**config.mk**
```make
export PLATFORM = sky130hd
export DESIGN_NAME = ackacc_unit
export DESIGN_NICKNAME = d
export VERILOG_FILES = /design/src/rtl/ackacc_pkg.sv /design/src/rtl/ackacc_classify.sv /design/src/rtl/ackacc_entry_bank.sv /design/src/rtl/ackacc_unit.sv
export SDC_FILE = /design/constraint.sdc
export NUM_CORES = 1
export LEC_CHECK = 0
export BUFFER_PORTS_ARGS = -buffer_cell sky130_fd_sc_hd__buf_4
export CAP_MARGIN = 25
export CORE_ASPECT_RATIO = 0.75
export CORE_MARGIN = 10
export CORE_UTILIZATION = 54
export CTS_BUF_LIST = sky130_fd_sc_hd__clkbuf_16
export DETAILED_ROUTE_END_ITERATION = 8
export PLACE_DENSITY = 0.76
export SLEW_MARGIN = 20
export SYNTH_ARGS = -nofsm -noshare
export SYNTH_HDL_FRONTEND = slang
export SYNTH_SLANG_ARGS = --single-unit
```
**constraint.sdc**
```tcl
create_clock -name clk -period 3.5 [get_ports clk]
set_input_delay 0.35 -clock clk [delete_from_list [all_inputs] [get_ports clk]]
set_output_delay 0.35 -clock clk [all_outputs]
set_load 0.02 [all_outputs]
```
**src/rtl/ackacc_pkg.sv**
```systemverilog
package ackacc_pkg;

   typedef enum logic [2:0] {
      EV_NONE       = 3'd0,
      EV_DATA_NOACK = 3'd1,
      EV_DATA_ACKS  = 3'd2,
      EV_INV_ACK    = 3'd3,
      EV_LAST_ACK   = 3'd4,
      EV_OWNER_DATA = 3'd5
   } ackacc_evt_e;

   typedef enum logic [1:0] {
      RK_DATA   = 2'd0,
      RK_INVACK = 2'd1,
      RK_RSV2   = 2'd2,
      RK_RSV3   = 2'd3
   } ackacc_kind_e;

endpackage

```
**src/rtl/ackacc_classify.sv**
```systemverilog
module ackacc_classify
   import ackacc_pkg::*;
#(
   parameter int MAX_SHARERS = 15,
   parameter int ACK_W       = $clog2(MAX_SHARERS + 1),
   parameter int CNT_W       = ACK_W + 1
) (
   input  logic                    cur_valid,
   input  logic        [CNT_W-1:0] cur_cnt,
   input  logic                    from_dir,
   input  logic        [1:0]       kind,
   input  logic        [ACK_W-1:0] acks,
   output logic        [2:0]       code,
   output logic                    err,
   output logic                    wr_en,
   output logic        [CNT_W-1:0] nxt_cnt
);
   localparam int SUM_W = CNT_W + 1;
   localparam logic [CNT_W-1:0] ONE_C   = CNT_W'(1);
   localparam logic [CNT_W-1:0] FLOOR_C = CNT_W'(-MAX_SHARERS);
   localparam logic signed [SUM_W-1:0] CEIL_S = SUM_W'(MAX_SHARERS);

   logic signed [SUM_W-1:0] acks_ext;
   logic signed [SUM_W-1:0] cnt_ext;
   logic signed [SUM_W-1:0] sum;

   assign acks_ext = $signed({{(SUM_W-ACK_W){1'b0}}, acks});
   assign cnt_ext  = $signed({cur_cnt[CNT_W-1], cur_cnt});
   assign sum      = acks_ext + cnt_ext;

   always_comb begin
      code    = EV_NONE;
      err     = 1'b0;
      wr_en   = 1'b0;
      nxt_cnt = cur_cnt;
      if (!cur_valid) begin
         err = 1'b1;
      end else if (from_dir) begin
         if (kind != RK_DATA) begin
            err = 1'b1;
         end else if (sum < 0 || sum > CEIL_S) begin
            err = 1'b1;
         end else if (sum == 0) begin
            code    = EV_DATA_NOACK;
            wr_en   = 1'b1;
            nxt_cnt = '0;
         end else begin
            code    = EV_DATA_ACKS;
            wr_en   = 1'b1;
            nxt_cnt = sum[CNT_W-1:0];
         end
      end else begin
         unique case (kind)
            RK_DATA: code = EV_OWNER_DATA;
            RK_INVACK: begin
               if (cur_cnt == ONE_C) begin
                  code    = EV_LAST_ACK;
                  wr_en   = 1'b1;
                  nxt_cnt = '0;
               end else if (cur_cnt == FLOOR_C) begin
                  err = 1'b1;
               end else begin
                  code    = EV_INV_ACK;
                  wr_en   = 1'b1;
                  nxt_cnt = cur_cnt - ONE_C;
               end
            end
            default: err = 1'b1;
         endcase
      end
   end
endmodule

```
**src/rtl/ackacc_entry_bank.sv**
```systemverilog
module ackacc_entry_bank #(
   parameter int NUM_ENTRIES = 8,
   parameter int CNT_W       = 5,
   parameter int IDX_W       = $clog2(NUM_ENTRIES)
) (
   input  logic                              clk,
   input  logic                              rst_n,
   input  logic                              alloc_vld,
   input  logic [IDX_W-1:0]                  alloc_idx,
   input  logic                              free_vld,
   input  logic [IDX_W-1:0]                  free_idx,
   input  logic                              upd_vld,
   input  logic [IDX_W-1:0]                  upd_idx,
   input  logic [CNT_W-1:0]                  upd_cnt,
   output logic [NUM_ENTRIES-1:0]            valid_q,
   output logic [NUM_ENTRIES-1:0][CNT_W-1:0] cnt_q
);
   for (genvar e = 0; e < NUM_ENTRIES; e++) begin : g_ent
      logic hit_alloc, hit_free, hit_upd;
      assign hit_alloc = alloc_vld && (alloc_idx == IDX_W'(e));
      assign hit_free  = free_vld  && (free_idx  == IDX_W'(e));
      assign hit_upd   = upd_vld   && (upd_idx   == IDX_W'(e));

      always_ff @(posedge clk) begin
         if (!rst_n) begin
            valid_q[e] <= 1'b0;
            cnt_q[e]   <= '0;
         end else if (hit_alloc) begin
            valid_q[e] <= 1'b1;
            cnt_q[e]   <= '0;
         end else if (hit_free) begin
            valid_q[e] <= 1'b0;
            cnt_q[e]   <= '0;
         end else if (hit_upd) begin
            cnt_q[e]   <= upd_cnt;
         end
      end
   end
endmodule

```
**src/rtl/ackacc_unit.sv**
```systemverilog
module ackacc_unit
   import ackacc_pkg::*;
#(
   parameter int NUM_ENTRIES = 8,
   parameter int MAX_SHARERS = 15,
   parameter bit REG_OUT     = 1'b1,
   localparam int IDX_W      = (NUM_ENTRIES > 1) ? $clog2(NUM_ENTRIES) : 1,
   localparam int ACK_W      = $clog2(MAX_SHARERS + 1),
   localparam int CNT_W      = ACK_W + 1
) (
   input  logic             clk,
   input  logic             rst_n,
   input  logic             alloc_vld,
   input  logic [IDX_W-1:0] alloc_idx,
   input  logic             free_vld,
   input  logic [IDX_W-1:0] free_idx,
   input  logic             rsp_vld,
   input  logic [IDX_W-1:0] rsp_idx,
   input  logic             rsp_from_dir,
   input  logic [1:0]       rsp_kind,
   input  logic [ACK_W-1:0] rsp_acks,
   output logic             evt_vld,
   output logic [2:0]       evt_code,
   output logic [IDX_W-1:0] evt_idx,
   output logic             err_vld
);
   if (NUM_ENTRIES < 1 || NUM_ENTRIES > 1024) begin : g_bad_entries
      $error("ackacc_unit: NUM_ENTRIES out of range");
   end
   if (MAX_SHARERS < 1 || MAX_SHARERS > 4096) begin : g_bad_sharers
      $error("ackacc_unit: MAX_SHARERS out of range");
   end

   logic [NUM_ENTRIES-1:0]            ent_valid;
   logic [NUM_ENTRIES-1:0][CNT_W-1:0] ent_cnt;
   logic             idx_ok;
   logic             sel_valid;
   logic [CNT_W-1:0] sel_cnt;
   logic [2:0]       c_code;
   logic             c_err;
   logic             c_wr;
   logic [CNT_W-1:0] c_nxt;

   assign idx_ok    = (32'(rsp_idx) < NUM_ENTRIES);
   assign sel_valid = idx_ok && ent_valid[rsp_idx];
   assign sel_cnt   = idx_ok ? ent_cnt[rsp_idx] : '0;

   ackacc_classify #(
      .MAX_SHARERS(MAX_SHARERS), .ACK_W(ACK_W), .CNT_W(CNT_W)
   ) u_cls (
      .cur_valid(sel_valid), .cur_cnt(sel_cnt), .from_dir(rsp_from_dir),
      .kind(rsp_kind), .acks(rsp_acks), .code(c_code), .err(c_err),
      .wr_en(c_wr), .nxt_cnt(c_nxt)
   );

   ackacc_entry_bank #(
      .NUM_ENTRIES(NUM_ENTRIES), .CNT_W(CNT_W), .IDX_W(IDX_W)
   ) u_bank (
      .clk(clk), .rst_n(rst_n),
      .alloc_vld(alloc_vld), .alloc_idx(alloc_idx),
      .free_vld(free_vld), .free_idx(free_idx),
      .upd_vld(rsp_vld && c_wr), .upd_idx(rsp_idx), .upd_cnt(c_nxt),
      .valid_q(ent_valid), .cnt_q(ent_cnt)
   );

   if (REG_OUT) begin : g_reg_out
      always_ff @(posedge clk) begin
         if (!rst_n) begin
            evt_vld  <= 1'b0;
            evt_code <= EV_NONE;
            evt_idx  <= '0;
            err_vld  <= 1'b0;
         end else begin
            evt_vld  <= rsp_vld && !c_err;
            evt_code <= (rsp_vld && !c_err) ? c_code : EV_NONE;
            evt_idx  <= rsp_vld ? rsp_idx : evt_idx;
            err_vld  <= rsp_vld && c_err;
         end
      end
   end else begin : g_comb_out
      assign evt_vld  = rsp_vld && !c_err;
      assign evt_code = (rsp_vld && !c_err) ? c_code : EV_NONE;
      assign evt_idx  = rsp_idx;
      assign err_vld  = rsp_vld && c_err;
   end
endmodule

```
# == Word-level counts from Yosys, hierarchy flattened ==
# Index checks and enable logic that the tools add are counted.
# classes
magnitude_cmp,3
addsub,2
n_reduce_logical,52
muxes,49
bitwise_logic,1
n_eq_ne,24
# op_table
op,count
two-way mux 5 bit,9
equality test 3 bit (second input constant),12
zero test 32 bit,1
two-way mux 1 bit,30
logical AND 1 bit,27
OR reduction 3 bit,8
equality test 3 x 2 -> 1 bit (second input constant),6
nonzero test 2 bit,9
binary-select mux 5 bit (select 3 bit),1
two-way mux 3 bit,4
equality test 3 x 1 -> 1 bit (second input constant),3
zero test 3 bit,3
adder 5 x 5 -> 6 bit,1
greater-than comparator 6 x 5 -> 1 bit (second input constant),1
< comparator 6 x 1 -> 1 bit (second input constant),1
case mux 3 bit (2 select lines),1
equality test 5 x 1 -> 1 bit (second input constant),1
equality test 5 bit (second input constant),1
subtractor 5 x 1 -> 5 bit (second input constant),1
< comparator 3 x 4 -> 1 bit (second input constant),1
two-way mux 2 bit,2
binary-select mux 1 bit (select 3 bit),1
AND reduction 3 bit,1
equality test 2 x 1 -> 1 bit (second input constant),1
5 further kinds,5
# word_totals
elab_cells,151
inputBits,21
regBits,56
out_inout_bits,8

# == Logic depth before layout (Yosys ltp) ==
# Gate-level depths: netlist (run 1).
# depth
word_depth,12
depth_mapped,18
depth_no_buf,14

# == Cells and area by module ==
# Synthesis (run 1) repeated with hierarchy kept, for this count alone.
# unflattened
cells_unflattened,305
area_unflattened_um2,3129.3
# modules_own_cells
module,area_each_um2,cells_per_inst,seq_area_each_um2,n_inst
ackacc_entry_bank,1940.6,191,960.9,1
ackacc_unit,654.4,42,160.2,1
ackacc_classify,534.3,72,0.0,1

# == Worst setup path after synthesis (run 1) ==
# Ideal clock, no wire load.
# synth_path
kind,in2reg
startpoint,input port rsp_idx[0]
endpoint,register u_bank.cnt_q[8] (netlist name)
t_arrival_ns,3.614
setup_slack_ns,-0.202
n_path_buf,3
required_time_ns,3.412
path_stages,14
setup_time_ns,0.088
path_cell_list,buf_2 clkbuf_1 o41ai_1 nor3_1 inv_1 fa_1 nand2b_1 o2bb2ai_1 nor2_1 o211ai_2 a2111oi_4 buf_4 nand2_1 o31ai_1
# synth_via
elab_chain_len,11
elab_cells_between_ends,30
cone_classes,2 x add/sub; 2 x order compare; 3 x eq/ne; 19 x mux; 4 x reduce/logical
# synth_rtl
item,line_no,source
from (decl),ackacc_unit.sv:18,"input logic [IDX_W-1:0] rsp_idx,"
binary-select mux 5 bit (select 3 bit),ackacc_unit.sv:46,assign sel_cnt = idx_ok ? ent_cnt[rsp_idx] : '0;
two-way mux 5 bit (not written as such),ackacc_unit.sv:46,
adder 5 x 5 -> 6 bit,ackacc_classify.sv:29,assign sum = acks_ext + cnt_ext;
< comparator 6 x 1 -> 1 bit / greater-than comparator 6 x 5 -> 1 bit (equally long branches),ackacc_classify.sv:41,end else if (sum < 0 || sum > CEIL_S) begin
logical OR 1 bit,ackacc_classify.sv:41,
two-way mux 1 bit,ackacc_classify.sv:41,
two-way mux 1 bit,ackacc_classify.sv:39,if (kind != RK_DATA) begin
two-way mux 1 bit,ackacc_classify.sv:38,end else if (from_dir) begin
two-way mux 1 bit,ackacc_classify.sv:36,if (!cur_valid) begin
logical AND 1 bit,ackacc_unit.sv:62,".upd_vld(rsp_vld && c_wr), .upd_idx(rsp_idx), .upd_cnt(c_nxt),"
logical AND 1 bit,ackacc_entry_bank.sv:22,assign hit_upd = upd_vld && (upd_idx == IDX_W'(e));
"to (signal, indexed assignment)",ackacc_entry_bank.sv:35,cnt_q[e] <= upd_cnt;
to (decl),ackacc_entry_bank.sv:16,output logic [NUM_ENTRIES-1:0][CNT_W-1:0] cnt_q
# Parallel ways exist; a longest one is shown, timed or not. The select of a mux whose other input is x is not followed.
# A chain may end at the register's enable or synchronous reset.

# == Worst setup path in the final report (run 1) ==
# layout_path
startpoint,register u_bank.cnt_q[30] (netlist name)
endpoint,register u_bank.cnt_q[18] (netlist name)
# layout_via
elab_chain_len,11
elab_cells_between_ends,27
cone_classes,2 x add/sub; 2 x order compare; 2 x eq/ne; 17 x mux; 4 x reduce/logical
# layout_rtl
item,line_no
binary-select mux 5 bit (select 3 bit) (*),ackacc_unit.sv:46
two-way mux 5 bit (not written as such) (*),ackacc_unit.sv:46
adder 5 x 5 -> 6 bit,ackacc_classify.sv:29
< comparator 6 x 1 -> 1 bit / greater-than comparator 6 x 5 -> 1 bit (equally long branches),ackacc_classify.sv:41
logical OR 1 bit,ackacc_classify.sv:41
two-way mux 1 bit,ackacc_classify.sv:41
two-way mux 1 bit,ackacc_classify.sv:39
two-way mux 1 bit,ackacc_classify.sv:38
two-way mux 1 bit,ackacc_classify.sv:36
logical AND 1 bit,ackacc_unit.sv:62
logical AND 1 bit,ackacc_entry_bank.sv:22
# Mark *: on every way between the ends. The rest lies on a longest branch, timed or not. The select of a mux whose other input is x is not followed.

==> summary.md, run 1 <==
| Metric | Value |
|---|---|
| PortBufs | `28` |
| Post-layout util | `0.681` |
| # clock sinks | `56` |
| TNS Setup | `0 ns` |
| CTS Buf Count | `5` |
| Clk buf depth | `2` |
| Average wire per standard cell | `19.0 µm` |
| Hold Path End | `evt_code[2]` |
| IO Pins | `29` |
| NumNets Final | `451` |
| Worst EP arrival | `3.47 ns` |
| Final setup margin | `0.216 ns` |
| Final Instance Area | `3990 µm²` |
| Crit-path max cell delay | `0.45 ns` |
| Placed instance area | `3820 µm²` |
| Startpoint Class | `flop` |
| Max VDD drop | `288 µV` |
| Combinational share of power | `0.180` |
| Die height | `87.5 µm` |
| All-layer global routing usage | `0.205` |
| Unrepaired setup endpoints after global routing | `no` |
| Leak pwr | `0.00147 µW` |
| Critical Path RT | `3.68 ns` |
| DRT iter0 DRCs | `320` |
| Clock latency on the worst-skew pair | `0.30 ns` |
| DP Worst Slack | `-0.0482 ns` |
| Post-synth EDFFs | `0` |
| Hold Startpoint | `rsp_kind[1]` |
| Number of global-route vias before repair | `3022` |
| First-pass GRT wire length | `15.6 mm` |
| Final Hold Vio Count | `0` |
| Synth Cell Area | `3280 µm²` |
| Pins Over Slew Limit | `0` |
| Ys Warns | `0` |
| Starting Density | `0.560` |
| DIE AREA | `9630 µm²` |
| Hold Path Depth | `2` |
| RD Place Congestion | `0.996` |
| H-tree Lvls | `2` |
| Final Routed Wirelength | `9.52 mm` |
| Mapped Cells | `367` |
| Largest net degree at the start of global routing | `27` |
| Remaining DRCs | `0` |
| Root buf cell | `clkbuf_16` |
| R2R Path End | `u_bank.cnt_q[18]` |
| Final setup viols | `0` |
| FF-to-FF path depth | `15` |
| Relative slew slack | `0.430` |
| FF+latch count, synth | `56` |
| Fmax | `304 MHz` |
| Tcrit/Tclk final | `0.938` |
| Seq/Total Area, Yosys | `0.342` |
| Synth-to-Final Area Change | `21.6%` |
| Netlist cell types | `59` |
| Post-synth ARST share | `0` |
| Ys flop type | `dfxtp_1` |
| Share of layout cells above drive strength 1 | `0.252` |
| # hold bufs at CTS | `0` |
| Clock power frac | `0.383` |
| Antenna viol nets, final | `0` |
| Outcome | `finished clean` |
| Syn Area/Cell | `8.94 µm²` |
| Initial antenna violation count | `0` |
| Clock transition at the registers of the reported paths | `0.07 ns` |
| Detail Placement HPWL | `7.23 mm` |
| Cell Chain, Critical Path | `mux4_2, nor2b_2, a21oi_2, inv_1, ha_1, inv_1, fa_2, nand2b_1, o2bb2ai_2, buf_4, a41oi_4, a2111oi_4, buf_12, and2_1, o22ai_1` |
| Slowest cell on crit path | `mux4_2` |
| Final min period | `3.28 ns` |
| Net Sw Frac | `0.268` |
| Clock Skew | `0.00396 ns` |
| PwrDens | `373 nW/µm²` |
| Via-to-Cell Ratio | `6.34` |
| CP Max Fanout | `21` |
| Most frequent CP cell | `inv_1` |
| Min-Delay Path Class | `in2reg` |
| Critical path capture point type | `flop` |
| R2R Setup Slk | `0.22 ns` |
| Syn_nets | `395` |
| Vias | `3183` |
| Initial DRT Pass Iterations | `5` |
| CTS tree | `yes` |
| Flop pwr share | `0.437` |
| FF-to-FF Start | `u_bank.cnt_q[30]` |
| Crit Path Class | `reg2reg` |
| Max-cap viol count | `0` |
| Row count | `24` |
| Core area | `5860 µm²` |
| Switch Pwr | `398 µW` |
| Slew @ Worst Pin | `0.852 ns` |
| Internal power | `1090 µW` |
| Grt ovf | `0` |
| N_diodes | `0` |
| Die width | `110 µm` |
| Hold Slack | `0.291 ns` |
[layer usage]
layer  wire length [µm]  global-route usage  vias up
met5                  0                   0        -
met4                 82              0.0495        0
met3                931              0.0466        9
met2               4110               0.293      154
met1               4400               0.301     1510
li1                   -                   -     1510
[cell type report]
class | count | area [µm²]
Sequential cell | 56 | 1120
Inverter | 12 | 45.0
Timing Repair Buffer | 67 | 528
Tap cell | 78 | 97.6
Clock inverter | 3 | 42.5
Clock buffer | 5 | 125
Fill cell | 485 | 1870
Multi-Input combinational cell | 281 | 2030
[sequential cells by signal, indices dropped and copies added, names as in the netlist]
| signal | cells |
|---|---|
| u_bank.cnt_q | 40 |
| u_bank.valid_q | 8 |
| evt_code | 3 |
| evt_idx | 3 |
| err_vld | 1 |
| evt_vld | 1 |
[worst max path at each step]
stage | startpoint | end | slack [ns] | depth (start not counted)
floorplan | rsp_idx[1] | u_bank.cnt_q[8] | 0.04 | 18
global placement | rsp_idx[2] | u_bank.cnt_q[21] | -0.03 | 15
detailed placement | rsp_idx[1] | u_bank.cnt_q[4] | -0.05 | 15
CTS | u_bank.cnt_q[30] | u_bank.cnt_q[15] | 0.19 | 15
global route | u_bank.cnt_q[10] | u_bank.cnt_q[18] | 0.004 | 15
finish | u_bank.cnt_q[30] | u_bank.cnt_q[18] | 0.22 | 15
[synth_stat cells, drive strengths merged (5+ instances only)]
master	n	area, µm²
a211oi	40	323
a21boi	9	67.6
a21oi	39	199
and2	11	73.8
and3	8	50.1
buf	10	88.8
clkbuf	8	30.0
dfxtp	56	1120
ha	6	75.1
inv	12	45.0
mux2i	10	113
nand2	28	108
nand3	26	130
nor2	18	67.6
nor2b	15	93.8
o21ai	5	25.0
o22ai	5	31.3
[what timing repair did]
action / 4_1_cts / 5_1_grt
setup buffers: 0 / 0
setup endpoints to repair: 0 / 6
resized for setup: 0 / 2
[cell usage in the layout, fill, tap and decap left out, types with 4 or more instances in the layout]
master     synthesis  layout
o21ai_0            5       5
and3_1             8       8
o22ai_1            5       5
buf_4              3      65
nor2b_1           15      14
a21oi_1           38      37
nor2_1            18      18
clkbuf_16          0       5
mux2i_1            9       9
mux4_2             4       4
a21o_1             4       4
inv_1             11      11
ha_1               6       6
a21boi_0           9       9
nand2_1           27      27
nand3_1           26      26
dfxtp_1           56      56
and2_1             9       8
a211oi_1          37      37
[power by group through the flow]
stage / Sequential [µW] / Combinational, µW / Clock (µW)
after global routing: 649 / 287 / 606
after CTS: 649 / 261 / 577
final: 649 / 268 / 570
after detailed placement: 664 / 259 / 0
after floorplan: 667 / 148 / 0
after global placement: 663 / 255 / 0
[metrics by stage]
step	total power, µW	cells
after floorplan	814	367
after global placement	919	494
after detailed placement	923	494
after CTS	1490	502
after global routing	1540	502
final	1490	502
[cells by family (layout without fill, tap and decap cells)]
family          after synthesis  count (layout)  synth area share
xor+xnor                      2               2           0.00534
buf+inv                      30              87            0.0499
flops                        56              56             0.342
fa+ha+maj                     7               7            0.0290
mux                          17              17            0.0721
simple gates                124             124             0.196
compound gates              131             131             0.306
[critical path, delay by kind of cell (launching register included)]
family / cells / cell delay, ns
DFF: 1 / 0.32
and+or+nand+nor: 3 / 0.50
AOI/OAI and AO/OA: 5 / 0.99
muxes: 1 / 0.45
buffers and inverters: 4 / 0.49
adders and majority gates: 2 / 0.38
No activity file was read; power rests on OpenSTA's default activity.
==> run 2: changes to the inputs <==
--- a/config.mk
+++ b/config.mk
@@ -9,10 +9,10 @@
 export CAP_MARGIN = 25
 export CORE_ASPECT_RATIO = 0.75
 export CORE_MARGIN = 10
-export CORE_UTILIZATION = 54
+export CORE_UTILIZATION = 50
 export CTS_BUF_LIST = sky130_fd_sc_hd__clkbuf_16
 export DETAILED_ROUTE_END_ITERATION = 8
-export PLACE_DENSITY = 0.76
+export PLACE_DENSITY = 0.71
 export SLEW_MARGIN = 20
 export SYNTH_ARGS = -nofsm -noshare
 export SYNTH_HDL_FRONTEND = slang
==> summary.md, run 2 (synthesis results as in run 1) <==
| Metric | Value |
|---|---|
| Slew @ Worst Pin | `0.813 ns (-0.0392 ns)` |
| CTS tree | `yes` |
| Hold Path Depth | `2 (unchanged)` |
| Vias | `3168 (-0.47%)` |
| PortBufs | `28 (unchanged)` |
| Via-to-Cell Ratio | `6.18 (-2.6%)` |
| PwrDens | `362 nW/µm² (-2.8%)` |
| Number of global-route vias before repair | `3026 (+0.13%)` |
| Final min period | `3.39 ns (+0.110 ns)` |
| IO Pins | `29 (unchanged)` |
| Root buf cell | `clkbuf_16` |
| Tcrit/Tclk final | `0.970 (+0.0313)` |
| Final setup margin | `0.106 ns (-0.110 ns)` |
| Hold Path End | `evt_code[2]` |
| N_diodes | `0 (unchanged)` |
| Fmax | `295 MHz (-3.2%)` |
| # hold bufs at CTS | `0 (unchanged)` |
| Min-Delay Path Class | `in2reg` |
| Remaining DRCs | `0 (unchanged)` |
| Clk buf depth | `2 (unchanged)` |
| DRT iter0 DRCs | `240 (-25%)` |
| Grt ovf | `0 (unchanged)` |
| Critical Path RT | `3.71 ns (+0.03 ns)` |
| Row count | `25 (+4.2%)` |
| DP Worst Slack | `-0.0667 ns (-0.0185 ns)` |
| Number of flip-flops in the largest register | `40 (unchanged)` |
| Largest regs | `u_bank.cnt_q x40, u_bank.valid_q x8` |
| Max-cap viol count | `0 (unchanged)` |
| Fillers | `539 (+11%)` |
| Clock transition at the registers of the reported paths | `0.07 ns (about the same)` |
| Final Routed Wirelength | `9.91 mm (+4.1%)` |
| Hold Startpoint | `rsp_kind[1]` |
| Starting Density | `0.517 (-0.0436)` |
| Core area | `6350 µm² (+8.4%)` |
| Detail Placement HPWL | `7.48 mm (+3.5%)` |
| Startpoint Class | `flop` |
| First-pass GRT wire length | `15.5 mm (-0.71%)` |
| Max VDD drop | `275 µV (-4.3%)` |
| Share of layout cells above drive strength 1 | `0.278 (+0.0254)` |
| Synth-to-Final Area Change | `25.8%` |
| # clock sinks | `56 (unchanged)` |
| NumNets Final | `459 (+1.8%)` |
| Tot Pwr | `1490 µW (+0.56%)` |
| R2R Path End | `u_bank.cnt_q[8]` |
| Commonest non-fill, non-tap cell in the layout | `buf_4` |
| H-tree Lvls | `2 (unchanged)` |
| Crit Path Class | `reg2reg` |
| RD Place Congestion | `0.938 (-5.8%)` |
| Clock latency on the worst-skew pair | `0.29 ns (about the same)` |
| Grt met1 use | `0.266 (-0.0349)` |
| Relative slew slack | `0.456 (+0.0263)` |
| FF-to-FF Start | `u_bank.cnt_q[10]` |
| Antenna viol nets, final | `0 (unchanged)` |
| All-layer global routing usage | `0.184 (-0.0212)` |
| GR Layer Usage met3 | `0.0525 (+0.00586)` |
| Final Hold Vio Count | `0 (unchanged)` |
| Average wire per standard cell | `19.3 µm (+1.8%)` |
| Final Instance Area | `4130 µm² (+3.5%)` |
| Worst EP arrival | `3.61 ns (+0.14 ns)` |
| Most Crowded Layer GR | `met1` |
| Biggest register | `u_bank.cnt_q` |
| Largest net degree at the start of global routing | `27 (unchanged)` |
| DIE AREA | `10200 µm² (+6.3%)` |
| Die width | `114 µm (+3.2%)` |
| Met2 Usage GRT | `0.255 (-0.0382)` |
| CP Max Fanout | `6 (-71%)` |
| Initial DRT Pass Iterations | `5 (unchanged)` |
| Die height | `90.2 µm (+3.0%)` |
| Critical path capture point type | `flop` |
| Initial antenna violation count | `0 (unchanged)` |
| FF-to-FF path depth | `16 (+1)` |
| Outcome | `finished clean` |
| Leak pwr | `0.00153 µW (+4.2%)` |
| CTS Buf Count | `5 (unchanged)` |
| Commonest cells after routing, fill and taps aside | `buf_4 (69), dfxtp_1 (55), a21oi_1 (38)` |
| Pins Over Slew Limit | `0 (unchanged)` |
| Final setup viols | `0 (unchanged)` |
| R2R Setup Slk | `0.11 ns (-0.11 ns)` |
| Worst Setup SP | `u_bank.cnt_q[10]` |
| Clock Skew | `0.00336 ns (-0.000598 ns)` |
| Placed instance area | `3830 µm² (+0.29%)` |
## run 2: changes by cell type in the layout (fill, tap and decap cells not counted), sizes merged
cell	delta
buf	+7
clkbuf	+1
clkinv	+1
clkinvlp	-1
## run 2: per-layer routing
| metal | vias up | part of all wire |
|---|---|---|
| li1 | 1517 | - |
| met3 | 14 | 0.091 |
| met1 | 1508 | 0.47 |
| met5 | - | 0 |
| met2 | 129 | 0.43 |
| met4 | 0 | 0.011 |
## run 2: repair_timing
action                                 in CTS  in global routing
resized for setup                           0                 13
endpoints found under the hold margin       0                  0
setup buffers                               0                  5
setup endpoints to repair                   0                 29
## run 2: final cells by class
type / count / area (µm²) / share of cell area
inverters: 12 / 45.0 / 0.0109
multi-input cells: 281 / 2070 / 0.502
flip-flops and latches: 56 / 1120 / 0.272
clock inverters: 3 / 37.5 / 0.00909
well taps: 81 / 101 / 0.0245
repair buffers: 75 / 626 / 0.151
clock buffers: 5 / 125 / 0.0303
## run 2: through the flow
step | cells | hold WS (ns) | setup TNS [ns] | util
after detailed placement | 498 | 0.458 | -0.368 | 0.603
after floorplan | 367 | 0.433 | 0 | -
after global placement | 498 | 0.452 | 0 | 0.603
after CTS | 506 | 0.269 | 0 | 0.629
final | 513 | 0.270 | 0 | 0.650
after global routing | 513 | 0.276 | -0.234 | 0.650
## run 2: how the worst max path moves through the flow
| stage | slack [ns] | depth (start not counted) | end |
|---|---|---|---|
| floorplan | 0.04 | 18 | u_bank.cnt_q[8] |
| global placement | 0.03 | 16 | u_bank.cnt_q[3] |
| detailed placement | -0.07 | 16 | u_bank.cnt_q[3] |
| CTS | 0.14 | 15 | u_bank.cnt_q[3] |
| global route | -0.06 | 16 | u_bank.cnt_q[6] |
| finish | 0.11 | 16 | u_bank.cnt_q[8] |
## run 2: worst max-delay path: stages, from the launching register on
cell	delay, ns
dfxtp_2	0.33
mux4_2	0.45
nor2b_4	0.14
a21oi_2	0.16
inv_1	0.10
ha_2	0.20
inv_2	0.05
fa_2	0.19
nand2b_4	0.13
o2bb2ai_4	0.14
buf_12	0.13
a41oi_4	0.13
a2111oi_4	0.49
buf_4	0.22
clkbuf_16	0.15
nand2_1	0.05
o31ai_1	0.25
## run 2: report_power, final
group          total, µW  switching (µW)  internal, µW
clock                561             228           333
sequential           649            3.83           645
combinational        285             167           117
total               1490             399          1100
==> run 3: changes to the inputs <==
--- a/config.mk
+++ b/config.mk
@@ -12,7 +12,7 @@
 export CORE_UTILIZATION = 50
 export CTS_BUF_LIST = sky130_fd_sc_hd__clkbuf_16
 export DETAILED_ROUTE_END_ITERATION = 8
-export PLACE_DENSITY = 0.71
+export PLACE_DENSITY = 0.69
 export SLEW_MARGIN = 20
 export SYNTH_ARGS = -nofsm -noshare
 export SYNTH_HDL_FRONTEND = slang
==> constraint.sdc (replaced) <==
create_clock -name clk -period 3.89 [get_ports clk]
set_input_delay 0.389 -clock clk [delete_from_list [all_inputs] [get_ports clk]]
set_output_delay 0.389 -clock clk [all_outputs]
set_load 0.02 [all_outputs]
==> summary.md, run 3 (synthesis results as in run 1) <==
| Metric | Value |
|---|---|
| Clk buf depth | `2 (unchanged)` |
| Final Routed Wirelength | `9.69 mm (-2.2%)` |
| Fmax | `277 MHz` |
| DIE AREA | `10200 µm² (unchanged)` |
| Clock transition at the registers of the reported paths | `0.07 ns (about the same)` |
| Worst Setup SP | `rsp_idx[2]` |
| PwrDens | `325 nW/µm² (-10%)` |
| Remaining DRCs | `0 (unchanged)` |
| Max-cap viol count | `0 (unchanged)` |
| CTS Buf Count | `5 (unchanged)` |
| Commonest non-fill, non-tap cell in the layout | `dfxtp_1` |
| Reg area | `1120 µm² (-0.11%)` |
| Clock latency on the worst-skew pair | `0.30 ns (about the same)` |
| Commonest cells after routing, fill and taps aside | `dfxtp_1 (56), buf_4 (53), a211oi_1 (37), a21oi_1 (37), nand2_1 (27)` |
| Unrepaired setup endpoints after global routing | `no` |
| Biggest register | `u_bank.cnt_q` |
| Largest net degree at the start of global routing | `27 (unchanged)` |
| All-layer global routing usage | `0.187 (+0.00347)` |
| Detail Placement HPWL | `7.38 mm (-1.2%)` |
| Leak pwr | `0.00139 µW (-9.2%)` |
| Worst EP arrival | `3.75 ns (+0.14 ns)` |
| Grt ovf | `0 (unchanged)` |
| Tcrit/Tclk final | `0.927` |
| Fillers | `565 (+4.8%)` |
| FF-to-FF Start | `u_bank.cnt_q[30]` |
| Final Hold Vio Count | `0 (unchanged)` |
| Number of flip-flops in the largest register | `40 (unchanged)` |
| Outcome | `finished clean` |
| CP Max Fanout | `10 (+4)` |
| Critical Path RT | `4.04 ns (+0.33 ns)` |
| Hold Startpoint | `rsp_kind[1]` |
| NumNets Final | `438 (-4.6%)` |
| Post-layout util | `0.605 (-0.0455)` |
| Initial antenna violation count | `0 (unchanged)` |
| Synth-to-Final Area Change | `17.0%` |
| TNS Setup | `0 ns (unchanged)` |
| Slew @ Worst Pin | `0.859 ns (+0.0461 ns)` |
| CTS tree | `yes` |
| Clock Skew | `0.00909 ns (+0.00573 ns)` |
| Final setup viols | `0 (unchanged)` |
| Average wire per standard cell | `19.7 µm (+2.1%)` |
| # clock sinks | `56 (unchanged)` |
| N_diodes | `0 (unchanged)` |
| Vias | `3082 (-2.7%)` |
| Pins Over Slew Limit | `0 (unchanged)` |
| First-pass GRT wire length | `15.6 mm (+0.58%)` |
| Antenna viol nets, final | `0 (unchanged)` |
| IO Pins | `29 (unchanged)` |
| Row count | `25 (unchanged)` |
| Startpoint Class | `input port` |
| Core area | `6350 µm² (unchanged)` |
| PortBufs | `28 (unchanged)` |
| Starting Density | `0.517 (unchanged)` |
| # hold bufs at CTS | `0 (unchanged)` |
| Min-Delay Path Class | `in2reg` |
| Via-to-Cell Ratio | `6.28 (+1.6%)` |
| FF-to-FF path depth | `15 (-1)` |
| DRT iter0 DRCs | `301 (+25%)` |
| R2R Setup Slk | `0.36 ns (+0.25 ns)` |
| Relative slew slack | `0.425 (-0.0308)` |
| Hold Path End | `evt_code[2]` |
| Die width | `114 µm (unchanged)` |
| Max VDD drop | `222 µV (-19%)` |
| Share of layout cells above drive strength 1 | `0.217 (-0.0607)` |
| Die height | `90.2 µm (unchanged)` |
| Multi-input logic area | `2020 µm² (-2.7%)` |
| H-tree Lvls | `2 (unchanged)` |
| R2R Path End | `u_bank.cnt_q[1]` |
| Largest regs | `u_bank.cnt_q x40, u_bank.valid_q x8` |
| Root buf cell | `clkbuf_16` |
| Initial DRT Pass Iterations | `5 (unchanged)` |
| RD Place Congestion | `0.931 (-0.69%)` |
| Crit Path Class | `in2reg` |
| Hold Path Depth | `2 (unchanged)` |
| Final min period | `3.61 ns` |
| Number of global-route vias before repair | `2815 (-7.0%)` |
| Post-CTS Repair Setup Buffers | `0 (unchanged)` |
| Critical path capture point type | `flop` |
-- run 3: cell count changes in the layout (fill, tap and decap cells not counted), moves of 2 or more --
cell,change
buf_6,-2
and2_1,+3
clkinv_1,-2
and2_2,-3
buf_12,-2
buf_4,-16
-- run 3: worst max path at each step --
stage,endpoint,slack [ns]
floorplan,u_bank.cnt_q[8],0.15
global placement,u_bank.cnt_q[25],0.03
detailed placement,u_bank.cnt_q[30],-0.09
CTS,u_bank.cnt_q[30],0.19
global route,u_bank.cnt_q[7],0.09
finish,u_bank.cnt_q[1],0.28
-- run 3: timing repair --
item	CTS	global route
gates resized for setup	0	2
endpoints found under the setup margin	0	8
hold endpoints to repair	0	0
-- run 3: layer usage --
metal	global-route usage	vias up	wire length (µm)	part of all wire
li1	-	1480	-	-
met5	0	-	0	0
met1	0.285	1452	4800	0.50
met4	0.0327	0	108	0.011
met2	0.250	137	3900	0.40
met3	0.0558	13	880	0.091
-- run 3: critical path, cell delays in order --
cell and delay (ns):
buf_4 0.16, buf_4 0.19, mux4_2 0.52, a21oi_2 0.18
inv_1 0.08, ha_1 0.20, inv_1 0.07, fa_1 0.20
nand2b_1 0.13, o2bb2ai_1 0.15, buf_4 0.18, a41oi_4 0.17
a2111oi_4 0.44, buf_4 0.26, and2_1 0.32, a211oi_1 0.12
-- run 3: final cells by class --
class | count | share of cell area
multi-input cells | 281 | 0.525
flip-flops and latches | 56 | 0.292
repair buffers | 54 | 0.109
clock buffers | 5 | 0.0326
well taps | 81 | 0.0264
inverters | 12 | 0.0117
clock inverters | 2 | 0.00326
-- run 3: where the power goes --
| group | internal [µW] | total, µW | switching, µW |
|---|---|---|---|
| combinational | 85.4 | 226 | 140 |
| clock | 234 | 439 | 204 |
| sequential | 580 | 584 | 3.84 |
| total | 900 | 1250 | 349 |
-- run 3: per-stage QoR --
step | power, µW | instances | area, µm² | worst slack, ns | hold WS [ns]
2_1_floorplan | 731 | 367 | 3280 | 0.149 | 0.439
3_5_place_dp | 816 | 484 | 3690 | -0.0919 | 0.458
3_3_place_gp | 814 | 484 | 3690 | 0.0318 | 0.451
5_1_grt | 1300 | 491 | 3840 | 0.0933 | 0.336
4_1_cts | 1250 | 491 | 3830 | 0.193 | 0.317
6_report | 1250 | 491 | 3840 | 0.284 | 0.325
